File: config.mk
export PLATFORM = sky130hd
export DESIGN_NAME = dual_dptr
export DESIGN_NICKNAME = d
export VERILOG_FILES = /design/src/rtl/dual_dptr.sv
export SDC_FILE = /design/constraint.sdc
export NUM_CORES = 1
export LEC_CHECK = 0
export ABC_AREA = 1
export BUFFER_PORTS_ARGS = -buffer_cell sky130_fd_sc_hd__buf_2
export CAP_MARGIN = 20
export CORE_ASPECT_RATIO = 0.9
export CORE_MARGIN = 5
export CORE_UTILIZATION = 55
export DETAILED_ROUTE_END_ITERATION = 16
export PLACE_DENSITY = 0.78
export RECOVER_POWER = 100
export SLEW_MARGIN = 25
export SYNTH_ARGS = -nofsm -noshare
export SYNTH_HDL_FRONTEND = slang
export SYNTH_SLANG_ARGS = --single-unit
File: constraint.sdc
create_clock -name clk -period 4.2 [get_ports clk]
set_input_delay 1.26 -clock clk [delete_from_list [all_inputs] [get_ports clk]]
set_output_delay 1.26 -clock clk [all_outputs]
set_load 0.005 [all_outputs]
File: src/rtl/dual_dptr.sv
module dual_dptr #(
  parameter logic [7:0] LO_ADDR  = 8'h82,
  parameter logic [7:0] HI_ADDR  = 8'h83,
  parameter logic [7:0] PG_ADDR  = 8'h84,
  parameter logic [7:0] CTL_ADDR = 8'hA7
) (
  input  logic        clk,
  input  logic        rst_n,
  input  logic [7:0]  sfr_addr,
  input  logic        sfr_we,
  input  logic [7:0]  sfr_wdata,
  output logic [7:0]  sfr_rdata,
  input  logic        acc_stb,
  output logic [23:0] dptr
);
  localparam logic [7:0] CTL_MASK = 8'h7D;

  logic [23:0] main_q, shad_q, act, nxt;
  logic [7:0]  ctl_q;
  logic        wr_lo, wr_hi, wr_pg, wr_ctl, wr_byte;
  logic [1:0]  act_mode;

  assign act      = ctl_q[0] ? shad_q : main_q;
  assign act_mode = ctl_q[0] ? ctl_q[5:4] : ctl_q[3:2];
  assign dptr     = act;

  assign wr_lo   = sfr_we && sfr_addr == LO_ADDR;
  assign wr_hi   = sfr_we && sfr_addr == HI_ADDR;
  assign wr_pg   = sfr_we && sfr_addr == PG_ADDR;
  assign wr_ctl  = sfr_we && sfr_addr == CTL_ADDR;
  assign wr_byte = wr_lo | wr_hi | wr_pg;

  function automatic logic [23:0] post_mod(input logic [23:0] p, input logic [1:0] m);
    case (m)
      2'b01:   return p + 24'd1;
      2'b10:   return p - 24'd1;
      2'b11:   return {p[23:1], ~p[0]};
      default: return p;
    endcase
  endfunction

  always_comb begin
    nxt = act;
    if (wr_byte) begin
      if (wr_lo) nxt[7:0]   = sfr_wdata;
      if (wr_hi) nxt[15:8]  = sfr_wdata;
      if (wr_pg) nxt[23:16] = sfr_wdata;
    end else if (acc_stb) begin
      nxt = post_mod(act, act_mode);
    end
  end

  always_ff @(posedge clk or negedge rst_n) begin
    if (!rst_n) begin
      main_q <= '0;
      shad_q <= '0;
      ctl_q  <= '0;
    end else begin
      if (ctl_q[0]) shad_q <= nxt;
      else          main_q <= nxt;
      if (wr_ctl)                 ctl_q    <= sfr_wdata & CTL_MASK;
      else if (acc_stb && ctl_q[6]) ctl_q[0] <= ~ctl_q[0];
    end
  end

  always_comb begin
    case (sfr_addr)
      LO_ADDR:  sfr_rdata = act[7:0];
      HI_ADDR:  sfr_rdata = act[15:8];
      PG_ADDR:  sfr_rdata = act[23:16];
      CTL_ADDR: sfr_rdata = ctl_q;
      default:  sfr_rdata = 8'h00;
    endcase
  end

  a_r2_unused_bits_zero: assert property (@(posedge clk) disable iff (!rst_n)
    ctl_q[7] == 1'b0 && ctl_q[1] == 1'b0);

  a_r5_hold_when_idle: assert property (@(posedge clk) disable iff (!rst_n)
    !acc_stb && !sfr_we |=> $stable(main_q) && $stable(shad_q) && $stable(ctl_q));

  a_r6_main_increment: assert property (@(posedge clk) disable iff (!rst_n)
    acc_stb && !sfr_we && !ctl_q[0] && ctl_q[3:2] == 2'b01 |=> main_q == $past(main_q) + 24'd1);

  a_r7_shadow_decrement: assert property (@(posedge clk) disable iff (!rst_n)
    acc_stb && !sfr_we && ctl_q[0] && ctl_q[5:4] == 2'b10 |=> shad_q == $past(shad_q) - 24'd1);

  a_r9_inactive_untouched: assert property (@(posedge clk) disable iff (!rst_n)
    acc_stb && !ctl_q[0] |=> $stable(shad_q));

  a_r10_auto_swap: assert property (@(posedge clk) disable iff (!rst_n)
    acc_stb && ctl_q[6] && !wr_ctl |=> ctl_q[0] != $past(ctl_q[0]));
endmodule

Word-level counts from Yosys, hierarchy flattened
Cells that the tools add are included.
W data, S select, Z words.
{"block": "word_totals", "out_inout_bits": 32, "ram_bits": 0, "mem_bits_ro": 0, "ff_bits": 54, "memories": 0, "inputBits": 20, "word_cells": 34, "latchBits": 0}
{"block": "classes", "n_bitwise": 4, "muxes": 11, "multipliers": 0, "n_eq_ne": 7, "n_addsub": 2, "n_div": 0, "reduce_logical": 6, "n_shift": 0, "magnitude_cmp": 0}
{"operator": "$mux W24", "count": 3}
{"operator": "$pmux W24 S3", "count": 1}
{"operator": "$eq A8 B8 Y1 const B", "count": 4}
{"operator": "$pmux W8 S4", "count": 1}
{"operator": "$add A24 B1 Y24 const B", "count": 1}
{"operator": "$mux W8", "count": 3}
{"operator": "$sub A24 B1 Y24 const B", "count": 1}
{"operator": "$logic_and A1 B1 Y1", "count": 5}
{"operator": "$eq A2 B2 Y1 const B", "count": 2}
{"operator": "$eq A2 B1 Y1 const B", "count": 1}
{"operator": "$mux W1", "count": 2}
{"operator": "$mux W2", "count": 1}
{"operator": "$not A1 Y1", "count": 2}
{"operator": "$or A1 B1 Y1", "count": 2}
{"operator": "$reduce_bool A2 Y1", "count": 1}

Logic depth before layout (Yosys ltp)
Gate-level depths: netlist (run 1).
{"block": "depth", "depth_word": 5, "ltp_mapped": 27, "depth_no_buf": 22}

Least setup slack after synthesis (run 1)
OpenSTA, ideal clock, no wires.
{"block": "synth_path", "kind": "input -> output", "from": "in sfr_addr[7]", "to": "out sfr_rdata[5]", "setup_slack_ns": 0.703, "t_required_ns": 2.940, "stages": 8, "arrival_ns": 2.237, "n_path_buf": 0, "cell_sequence": "inv_1 > nor2_1 > nand2_1 > nor2_1 > nand3_1 > a21boi_0 > a21oi_1 > o21ai_0"}
{"block": "synth_between", "elab_chain_cells": 2, "word_cells_on_any_way": 5, "cone_classes": "4 x eq/ne; 1 x mux"}
{"element": "start: declaration", "line_no": "9", "rtl": "input logic [7:0] sfr_addr,"}
{"element": "$eq A8 B8 Y1", "line_no": "67", "rtl": "case (sfr_addr)"}
{"element": "$pmux W8 S4 (*)", "line_no": "67"}
{"element": "end: declaration", "line_no": "12", "rtl": "output logic [7:0] sfr_rdata,"}
Mark *: on every way between the ends. The rest lies on a longest branch, timed or not.

Final worst setup path (run 1)
{"block": "layout_path", "from": "in sfr_addr[6]", "to": "out sfr_rdata[5]"}
The elaborated chain is that of the path after synthesis.

==> results of run 1 <==
[worst register-to-register path: cells and delay by family (launching register included)]
kind	cells	cell delay [ns]
adder cells (fa/ha/maj)	1	0.28
flip-flops	1	0.60
buffers and inverters	2	0.66
AO/OA/AOI/OAI	3	0.89
AND/OR/NAND/NOR	9	1.21
[routing by layer]
layer | up-vias | track usage [%] | share of wire [%]
li1 | 3249 | - | -
met1 | 2910 | 47.2 | 44
met2 | 351 | 46.0 | 43
met3 | 46 | 6.36 | 10
met4 | 2 | 8.97 | 3.1
met5 | - | 0 | 0.037
[cell usage in the layout, fill, tap and decap left out, types with 3 or more instances in the layout]
| cell | Yosys | routed |
|---|---|---|
| sky130_fd_sc_hd__nand2_1 | 431 | 440 |
| sky130_fd_sc_hd__nand3_1 | 116 | 117 |
| sky130_fd_sc_hd__inv_1 | 96 | 96 |
| sky130_fd_sc_hd__nor2_1 | 59 | 60 |
| sky130_fd_sc_hd__dfrtp_1 | 54 | 53 |
| sky130_fd_sc_hd__o21ai_0 | 49 | 51 |
| sky130_fd_sc_hd__a21oi_1 | 49 | 49 |
| sky130_fd_sc_hd__buf_2 | 12 | 37 |
| sky130_fd_sc_hd__o211ai_1 | 22 | 22 |
| sky130_fd_sc_hd__clkbuf_1 | 16 | 20 |
| sky130_fd_sc_hd__buf_4 | 2 | 16 |
| sky130_fd_sc_hd__nand2_2 | 21 | 12 |
| sky130_fd_sc_hd__nand4_1 | 9 | 9 |
| sky130_fd_sc_hd__clkbuf_8 | 0 | 6 |
| sky130_fd_sc_hd__o22ai_1 | 5 | 5 |
| sky130_fd_sc_hd__ha_1 | 5 | 5 |
| sky130_fd_sc_hd__clkinv_1 | 3 | 3 |
| sky130_fd_sc_hd__o21bai_1 | 2 | 3 |
| sky130_fd_sc_hd__o21ai_1 | 5 | 3 |
[sequential cells by signal, summed over array words and instances (netlist names)]
register  cells
main_q       24
shad_q       24
ctl_q         6
[through the flow]
stage / cells / worst slack (ns) / utilization, % / cell area [um2] / total power, W
6_report: 1155 / 0.232 / 60.7 / 5880 / 0.00302
5_1_grt: 1155 / 0.107 / 60.7 / 5880 / 0.00329
4_1_cts: 1155 / 0.415 / 61.6 / 5980 / 0.00302
3_5_place_dp: 1147 / 0.424 / 60.6 / 5880 / 0.00269
3_3_place_gp: 1147 / 0.431 / 60.6 / 5880 / 0.00267
2_1_floorplan: 984 / 0.703 / - / 5470 / 0.00212
[final timing paths]
path,slack (ns),depth (start not counted),to
setup / recovery,0.23,9,sfr_rdata[5]
hold / removal,0.49,2,shad_q[9]
setup reg to reg,0.48,15,shad_q[14]
hold reg to reg,0.49,2,shad_q[9]
max in group asynchronous,0.89,2,main_q[17]
min in group asynchronous,1.34,1,ctl_q[4]
[cells by family (layout without fill, tap and decap cells)]
kind of cell             count (synthesis)  in the layout  synth area share, %
multiplexers                             1              1                0.206
flip-flops                              54             54                 24.7
AO/OA/AOI/OAI                          141            141                 14.7
buffers and inverters                  138            183                 10.2
AND/OR/NAND/NOR                        643            643                 48.8
XOR/XNOR                                 2              2                0.320
adder cells (fa/ha/maj)                  5              5                 1.14
[layout make-up]
class | count | area (um2)
sequential | 54 | 1350
inverter | 100 | 375
timing repair buffer | 75 | 390
fill | 1023 | 3820
multi-input combinational | 792 | 3510
clock buffer | 6 | 82.6
tap | 126 | 158
clock inverter | 2 | 12.5
[power by group]
group          switching, W  internal, W
Combinational       0.00137     0.000545
Clock              0.000185     0.000133
Sequential         0.000116     0.000665
Total               0.00168      0.00134
==> flow_metrics.py, run 1 <==
metrics = {
    "setup_path": {
        "timing.critical_path.to_type": "primary output",
        "critical_path.most_common_cell": "sky130_fd_sc_hd__buf_2",
        "critical_path_class": "input pin to primary output",
        "worstReg2RegStart": "ctl_q[0]",
        "worst_setup_path_startpoint": "sfr_addr[6]",
        "crit_path_cell_trace": "buf_2 > nor2_1 > nand2_1 > nor4_1 > inv_1 > o22ai_1 > a21oi_1 > o21ai_0 > buf_2",
        "timing.critical_path.max_delay_family": "simple AND/OR/NAND/NOR gates",
        "cpPeakStageDelay_ns": 0.35,
        "critical_path.n_buffers_inverters": 3,
        "path_max_fanout": 8,
        "cp.arrival_ns": 2.71,
        "critPathLaunchType": "input pin",
        "timing.critical_path.slowest_stage_cell": "sky130_fd_sc_hd__nor4_1",
        "worst-endpoint-required_ns": 2.94,
    },
    "synth": {
        "yosysMostFrequentCell": "sky130_fd_sc_hd__nand2_1",
        "post_synth_main_area_contributors": "sky130_fd_sc_hd__nand2_1, sky130_fd_sc_hd__dfrtp_1, sky130_fd_sc_hd__nand3_1",
        "yosysTopAreaCell": "sky130_fd_sc_hd__nand2_1",
        "post_synth_inst_count": 984,
        "ys_seq_elements": 54,
        "async_flop_share_pct": 100,
        "synth_cell_type_count": 36,
        "number_of_enable_type_register_cells_in_the_synthesized_netlist": 0,
        "yosysTopAreaCellShare_pct": 29.6,
        "ys_warn_count": 0,
        "yosys_most_used_dff": "sky130_fd_sc_hd__dfrtp_1",
        "seq_area_frac_synth_pct": 24.7,
        "netlist_top_cells_count": "sky130_fd_sc_hd__nand2_1, sky130_fd_sc_hd__nand3_1, sky130_fd_sc_hd__inv_1",
        "syn-num-nets": 1009,
        "synthesis.area_per_instance_um2": 5.56,
        "netlist_area_um2": 5470,
    },
    "clock_tree": {
        "cts_made_buffers": 5,
        "clk-insertion-delay-late_ns": 0.33,
        "clkTransAtPathRegs_ns": 0.09,
        "cts.sink_count": 54,
        "clockBufferDepth": 2,
        "clock_tree_from_tritoncts": "built",
        "cts_root_buf": "sky130_fd_sc_hd__clkbuf_8",
        "h_tree_lvl_count": 2,
        "post_cts.repair.setup_buffers": 0,
        "cts-hold-fix-buffers": 0,
        "post_cts_resized": 0,
    },
    "timing": {
        "worst_slew_margin_rel_pct": -11.3,
        "setup_violating_endpoint_count_in_the_final_report": 0,
        "final-hold-violation-count": 0,
        "timing.final.crit_share_pct": 94.5,
        "timing_worst_slew_pin_value_ns": 1.67,
        "max_freq_mhz": 252,
        "setup_tns_ns": 0,
        "shortest_period_the_worst_path_allows_ns": 3.97,
        "rsz_0062_raised_after_global_routing": "false",
        "finalClockSkew_ns": 0.0144,
        "finalMaxSlewViolations": 31,
        "hold_slack_ns": 0.488,
    },
    "global_routing": {
        "grt_pass1_vias": 5584,
        "groute.usage.overall_pct": 31.6,
        "grt_first_pass_wirelength_mm": 30.2,
        "grt_overflow": 0,
        "largest_net_degree_at_the_start_of_global_routing": 41,
        "antenna_found_initial": 1,
    },
    "placement": {
        "routability_congestion": 1.04,
        "post-dp-hpwl_mm": 14.7,
        "numPortBuffers": 51,
    },
    "routing": {
        "viasPerCell": 5.68,
        "drt-initial-drc-count": 785,
        "detail-route-antenna-nets": 0,
        "vias": 6558,
        "remaining_drc_errors": 0,
        "totalWireLength_mm": 18.7,
        "drt_pre_antenna_iters": 7,
        "wl_per_cell_um": 16.2,
    },
    "floorplanning": {
        "fp-row-count": 34,
        "io-pin-count": 52,
        "die_w_um": 115,
        "core_area_um2": 9700,
        "initial_utilization_pct": 56.4,
        "die_area_um2": 12000,
        "die_h_um": 105,
    },
    "power_and_ir_drop": {
        "cellPowerDensity_nw_per_um2": 513,
        "power.leakage_nw": 3.13,
        "vdd_ir_drop_max_mv": 0.377,
    },
    "layout": {
        "nNetsFinal": 1053,
        "area.growth.synth_to_final_pct": 7.60,
        "insertedDiodeCount": 0,
        "drive_above_1_share_pct": 7.77,
    },
    "min_path": {
        "worstHoldPathType": "flop to flop",
        "worstHoldStart": "shad_q[9]",
    },
    "run_status": {
        "run_status": "finished with violations",
        "failing_checks": "max-capacitance violations, max-slew violations",
    },
    "job": {
        "drv.max_cap_violation_count": 1,
    },
}
Power figures use the tool's default switching activity.
==> run 2: changes to the inputs <==
Settings changed: CORE_ASPECT_RATIO 0.9 to 1.2.
==> flow_metrics.py, run 2 (synthesis results as in run 1) <==
metrics = {
    "run_status": {
        "run_status": "finished with violations",
        "failing_checks": "max-capacitance violations, max-slew violations",
    },
    "timing": {
        "worst_slew_margin_rel_pct": -24.8,
        "shortest_period_the_worst_path_allows_ns": 3.96,
        "timing.final.crit_share_pct": 94.2,
        "rsz_0062_raised_after_global_routing": "false",
        "setup_violating_endpoint_count_in_the_final_report": 0,
        "timing_worst_slew_pin_value_ns": 1.87,
        "finalMaxSlewViolations": 36,
        "final-hold-violation-count": 0,
        "finalClockSkew_ns": 0.00833,
        "setup_tns_ns": 0,
        "max_freq_mhz": 253,
    },
    "setup_path": {
        "crit_path_cell_trace": "buf_2 > nor2_1 > nand2_1 > nor4_4 > inv_1 > o22ai_1 > a21oi_1 > o21ai_0 > clkbuf_1",
        "critPathLaunchType": "input pin",
        "critical_path.n_buffers_inverters": 3,
        "critical_path_class": "input pin to primary output",
        "timing.critical_path.max_delay_family": "simple AND/OR/NAND/NOR gates",
        "timing.critical_path.to_type": "primary output",
        "cp.arrival_ns": 2.70,
        "worst-endpoint-required_ns": 2.94,
        "path_max_fanout": 8,
        "timing.critical_path.slowest_stage_cell": "sky130_fd_sc_hd__nor4_4",
        "cpPeakStageDelay_ns": 0.32,
    },
    "layout": {
        "top_library_cells_by_usage_in_the_layout_fill_and_taps_aside": "sky130_fd_sc_hd__nand2_1, sky130_fd_sc_hd__nand3_1, sky130_fd_sc_hd__inv_1",
        "nNetsFinal": 1049,
        "area.growth.synth_to_final_pct": 8.92,
        "filler_cell_count": 986,
        "drive_above_1_share_pct": 7.80,
        "multiInputGateArea_um2": 3540,
        "final_core_utilization_pct": 62.0,
        "insertedDiodeCount": 0,
        "stdcell_area_um2": 5960,
        "largest_registers": "main_q x24, shad_q x24, ctl_q x6",
        "layout_commonest_cell": "sky130_fd_sc_hd__nand2_1",
        "layout.area.seq_um2": 1350,
    },
    "clock_tree": {
        "cts-hold-fix-buffers": 0,
        "cts_made_buffers": 5,
        "h_tree_lvl_count": 2,
        "post_cts.repair.setup_buffers": 0,
        "cts_root_buf": "sky130_fd_sc_hd__clkbuf_16",
        "post_cts_resized": 0,
        "clock_tree_from_tritoncts": "built",
        "clkTransAtPathRegs_ns": 0.07,
        "clockBufferDepth": 2,
        "clk-insertion-delay-late_ns": 0.31,
        "cts.sink_count": 54,
    },
    "floorplanning": {
        "io-pin-count": 52,
        "initial_utilization_pct": 56.9,
        "die_w_um": 101,
        "fp-row-count": 39,
        "die_h_um": 119,
        "core_area_um2": 9610,
        "die_area_um2": 12000,
    },
    "power_and_ir_drop": {
        "clock_power_share_pct": 14.2,
        "vdd_ir_drop_max_mv": 0.360,
        "power.combinational.fraction_pct": 61.1,
        "net-switching-power_w": 0.00172,
        "cellPowerDensity_nw_per_um2": 532,
        "switching_share_pct": 54.4,
        "power.leakage_nw": 3.17,
        "seq_power_share_pct": 24.6,
        "p_total_w": 0.00317,
        "power.internal_w": 0.00144,
    },
    "routing": {
        "drt-initial-drc-count": 671,
        "remaining_drc_errors": 0,
        "totalWireLength_mm": 19.1,
        "routed-wl-met3_mm": 1.89,
        "detail-route-antenna-nets": 0,
        "vias": 6596,
        "drt_pre_antenna_iters": 6,
        "detailroute.wirelength.met2_mm": 8.49,
        "maxUsedRoutingLayer": "met4",
        "wl_per_cell_um": 16.7,
        "wire_length_the_detailed_router_placed_on_met1_mm": 7.63,
        "viasPerCell": 5.75,
    },
    "global_routing": {
        "antenna_found_initial": 0,
        "grt_overflow": 0,
        "grt_first_pass_wirelength_mm": 30.7,
        "groute.usage.overall_pct": 32.2,
        "largest_net_degree_at_the_start_of_global_routing": 51,
        "grt_pass1_vias": 5913,
    },
    "placement": {
        "numPortBuffers": 51,
        "post-dp-hpwl_mm": 14.7,
        "routability_congestion": 1.07,
        "placed_area_um2": 5860,
    },
    "min_path": {
        "worstHoldPathType": "flop to flop",
    },
    "job": {
        "drv.max_cap_violation_count": 1,
    },
}
==> run 2: worst paths after layout <==
check	start	to	slack, ns	cells past startpoint
setup / recovery	sfr_addr[6]	sfr_rdata[5]	0.24	9
hold / removal	main_q[22]	main_q[22]	0.48	2
setup reg to reg	ctl_q[0]	shad_q[16]	0.36	16
hold reg to reg	main_q[22]	main_q[22]	0.48	2
max in group asynchronous	rst_n	main_q[14]	0.93	2
min in group asynchronous	rst_n	shad_q[0]	1.46	1
==> run 2: power by group through the flow <==
stage	Combinational, W	Clock, W	Sequential [W]
5_1_grt	0.00214	0.000479	0.000801
4_1_cts	0.00192	0.000457	0.000779
3_5_place_dp	0.00191	0	0.000790
3_3_place_gp	0.00190	0	0.000784
2_1_floorplan	0.00138	0	0.000741
6_report	0.00194	0.000451	0.000780
==> run 2: worst min-delay path, stage by stage (launching register included) <==
cell                      delay (ns)
sky130_fd_sc_hd__dfrtp_1        0.34
sky130_fd_sc_hd__nand2_1        0.05
sky130_fd_sc_hd__nand2_1        0.06
==> run 2: area by class of cell <==
type                       instances  area share, %
clock buffer                       5           2.10
sequential                        54           22.7
clock inverter                     3          0.441
multi-input combinational        792           59.4
timing repair buffer              71           6.51
inverter                         100           6.30
tap                              123           2.58
==> run 2: metal layers <==
layer	GRT usage, %	up-vias
met3	4.74	68
li1	-	3235
met5	0	-
met4	15.4	0
met2	50.7	365
met1	43.0	2928
==> run 2: stage by stage <==
stage	cells	worst slack (ns)	hold slack, ns
3_3_place_gp	1140	0.356	0.462
5_1_grt	1148	0.0972	0.506
4_1_cts	1148	0.273	0.486
2_1_floorplan	984	0.703	0.449
6_report	1148	0.244	0.482
3_5_place_dp	1140	0.299	0.466
==> run 3: changes to the inputs <==
Settings changed: SETUP_SLACK_MARGIN from default to 0.4, SLEW_MARGIN 25 to default.
==> flow_metrics.py, run 3 (synthesis results as in run 1) <==
metrics = {
    "timing": {
        "worst_slew_margin_rel_pct": -24.1,
        "rsz_0062_raised_after_global_routing": "true",
        "worst_slack_ns": 0.304,
        "timing.final.crit_share_pct": 92.8,
        "setup_violating_endpoint_count_in_the_final_report": 0,
        "max_freq_mhz": 257,
        "setup_tns_ns": 0,
        "finalClockSkew_ns": 0.0116,
        "finalMaxSlewViolations": 36,
        "final-hold-violation-count": 0,
        "shortest_period_the_worst_path_allows_ns": 3.90,
        "timing_worst_slew_pin_value_ns": 1.86,
    },
    "routing": {
        "vias": 6634,
        "drt_pre_antenna_iters": 8,
        "totalWireLength_mm": 19.2,
        "remaining_drc_errors": 0,
        "drt-initial-drc-count": 698,
        "detail-route-antenna-nets": 0,
        "wl_per_cell_um": 16.7,
        "viasPerCell": 5.77,
    },
    "placement": {
        "routability_congestion": 1.07,
        "numPortBuffers": 51,
        "placement.setup.worst_slack_ns": 0.299,
        "post-dp-hpwl_mm": 14.7,
    },
    "global_routing": {
        "grt_first_pass_wirelength_mm": 30.7,
        "grt_overflow": 0,
        "antenna_found_initial": 0,
        "grt_pass1_vias": 5917,
        "groute.usage.overall_pct": 32.2,
        "largest_net_degree_at_the_start_of_global_routing": 51,
    },
    "setup_path": {
        "worstReg2RegStart": "ctl_q[0]",
        "timing.critical_path.max_delay_family": "buffers and inverters",
        "crit_path_cell_trace": "clkbuf_2 > nand2_1 > nand2_1 > a221oi_1 > o21ai_0 > clkbuf_1",
        "critPathLaunchType": "flop",
        "critical_path.most_common_cell": "sky130_fd_sc_hd__nand2_1",
        "critical_path_class": "flop to primary output",
        "timing.critical_path.slowest_stage_cell": "sky130_fd_sc_hd__dfrtp_2",
        "cp.arrival_ns": 2.64,
        "timing.critical_path.to_type": "primary output",
        "worst-endpoint-required_ns": 2.94,
        "worstReg2RegEnd": "shad_q[16]",
        "cpPeakStageDelay_ns": 0.59,
        "critical_path.n_buffers_inverters": 2,
        "path_max_fanout": 34,
        "r2r_cells": 19,
        "worst-r2r-setup-slack_ns": 0.48,
    },
    "clock_tree": {
        "h_tree_lvl_count": 2,
        "cts_root_buf": "sky130_fd_sc_hd__clkbuf_16",
        "cts_made_buffers": 5,
        "clk-insertion-delay-late_ns": 0.31,
        "clock_tree_from_tritoncts": "built",
        "clkTransAtPathRegs_ns": 0.07,
        "clockBufferDepth": 2,
        "cts.sink_count": 54,
    },
    "floorplanning": {
        "fp-row-count": 39,
        "die_h_um": 119,
        "core_area_um2": 9610,
        "io-pin-count": 52,
        "die_w_um": 101,
        "initial_utilization_pct": 56.9,
        "die_area_um2": 12000,
    },
    "layout": {
        "drive_above_1_share_pct": 7.79,
        "top_library_cells_by_usage_in_the_layout_fill_and_taps_aside": "sky130_fd_sc_hd__nand2_1, sky130_fd_sc_hd__nand3_1, sky130_fd_sc_hd__inv_1",
        "filler_cell_count": 988,
        "nNetsFinal": 1051,
        "layout_commonest_cell": "sky130_fd_sc_hd__nand2_1",
        "largest_registers": "main_q x24, shad_q x24, ctl_q x6",
        "insertedDiodeCount": 0,
        "area.growth.synth_to_final_pct": 9.02,
    },
    "min_path": {
        "worstHoldStart": "main_q[22]",
        "timing.hold.worst_endpoint": "main_q[22]",
        "worstHoldPathType": "flop to flop",
        "holdPathStages": 2,
    },
    "run_status": {
        "failing_checks": "max-capacitance violations, max-slew violations",
        "run_status": "finished with violations",
    },
    "power_and_ir_drop": {
        "seq_power_share_pct": 24.7,
        "power.leakage_nw": 3.17,
        "cellPowerDensity_nw_per_um2": 530,
        "vdd_ir_drop_max_mv": 0.362,
        "clock_power_share_pct": 14.3,
        "net-switching-power_w": 0.00172,
        "switching_share_pct": 54.4,
        "power.combinational.fraction_pct": 61.0,
        "power.internal_w": 0.00144,
    },
    "job": {
        "drv.max_cap_violation_count": 1,
    },
}
-- run 3: worst register-to-register path: stages, from the launching register on --
cell and delay, ns:
sky130_fd_sc_hd__dfrtp_2 0.59, sky130_fd_sc_hd__inv_1 0.21, sky130_fd_sc_hd__buf_4 0.31, sky130_fd_sc_hd__nand2_1 0.12
sky130_fd_sc_hd__nand2_1 0.24, sky130_fd_sc_hd__nand2_1 0.10, sky130_fd_sc_hd__nand2_1 0.16, sky130_fd_sc_hd__ha_1 0.18
sky130_fd_sc_hd__inv_1 0.04, sky130_fd_sc_hd__nand2_1 0.20, sky130_fd_sc_hd__nand2_1 0.11, sky130_fd_sc_hd__o21bai_1 0.41
sky130_fd_sc_hd__nand2_1 0.13, sky130_fd_sc_hd__nand2_1 0.14, sky130_fd_sc_hd__nand2_1 0.09, sky130_fd_sc_hd__nand3_1 0.09
sky130_fd_sc_hd__nand2_1 0.07, sky130_fd_sc_hd__o21ai_0 0.25, sky130_fd_sc_hd__nand3_1 0.12, sky130_fd_sc_hd__nand2_1 0.08
-- run 3: through the flow --
stage	utilization [%]	hold WS [ns]	instances	power, W	cell area (um2)
floorplan	-	0.449	984	0.00212	5470
global placement	61.0	0.462	1140	0.00268	5860
detailed placement	61.0	0.466	1140	0.00270	5860
CTS	62.7	0.486	1150	0.00315	6030
global route	62.0	0.506	1150	0.00341	5960
finish	62.0	0.481	1150	0.00316	5960
-- run 3: timing repair --
item / 4_1_cts / 5_1_grt
setup endpoints to repair: 4 / 4
pin swaps: 1 / 4
gates resized for setup: 3 / 5
buffers inserted: 2 / 0
hold buffers: 0 / 0
-- run 3: layout make-up --
cell class | instances | area, um2 | share of cell area (%)
Clock buffer | 5 | 125 | 2.10
Timing Repair Buffer | 73 | 397 | 6.65
Inverter | 100 | 375 | 6.30
Sequential cell | 54 | 1350 | 22.7
Clock inverter | 3 | 26.3 | 0.441
Multi-Input combinational cell | 792 | 3530 | 59.2
Tap cell | 123 | 154 | 2.58
-- run 3: how the worst max path moves through the flow --
stage / endpoint / cells past startpoint / startpoint / slack [ns]
after floorplan: sfr_rdata[5] / 8 / sfr_addr[7] / 0.70
after global placement: sfr_rdata[5] / 9 / sfr_addr[6] / 0.36
after detailed placement: sfr_rdata[5] / 9 / sfr_addr[6] / 0.30
after CTS: sfr_rdata[5] / 9 / sfr_addr[6] / 0.42
after global routing: sfr_rdata[5] / 6 / ctl_q[0] / 0.21
final: sfr_rdata[4] / 6 / ctl_q[0] / 0.30
-- run 3: layer usage --
layer | routed length (um) | part of all wire [%] | GRT usage, %
met5 | 0 | 0 | 0
met4 | 1160 | 6.0 | 16.0
met3 | 1640 | 8.5 | 4.62
met2 | 8640 | 45 | 50.5
met1 | 7770 | 40 | 43.0
-- run 3: power by group through the flow --
| stage | logic, W | clock network, W | registers, W |
|---|---|---|---|
| floorplan | 0.00138 | 0 | 0.000741 |
| global placement | 0.00190 | 0 | 0.000784 |
| detailed placement | 0.00191 | 0 | 0.000790 |
| CTS | 0.00192 | 0.000457 | 0.000779 |
| global route | 0.00213 | 0.000479 | 0.000802 |
| finish | 0.00193 | 0.000452 | 0.000781 |
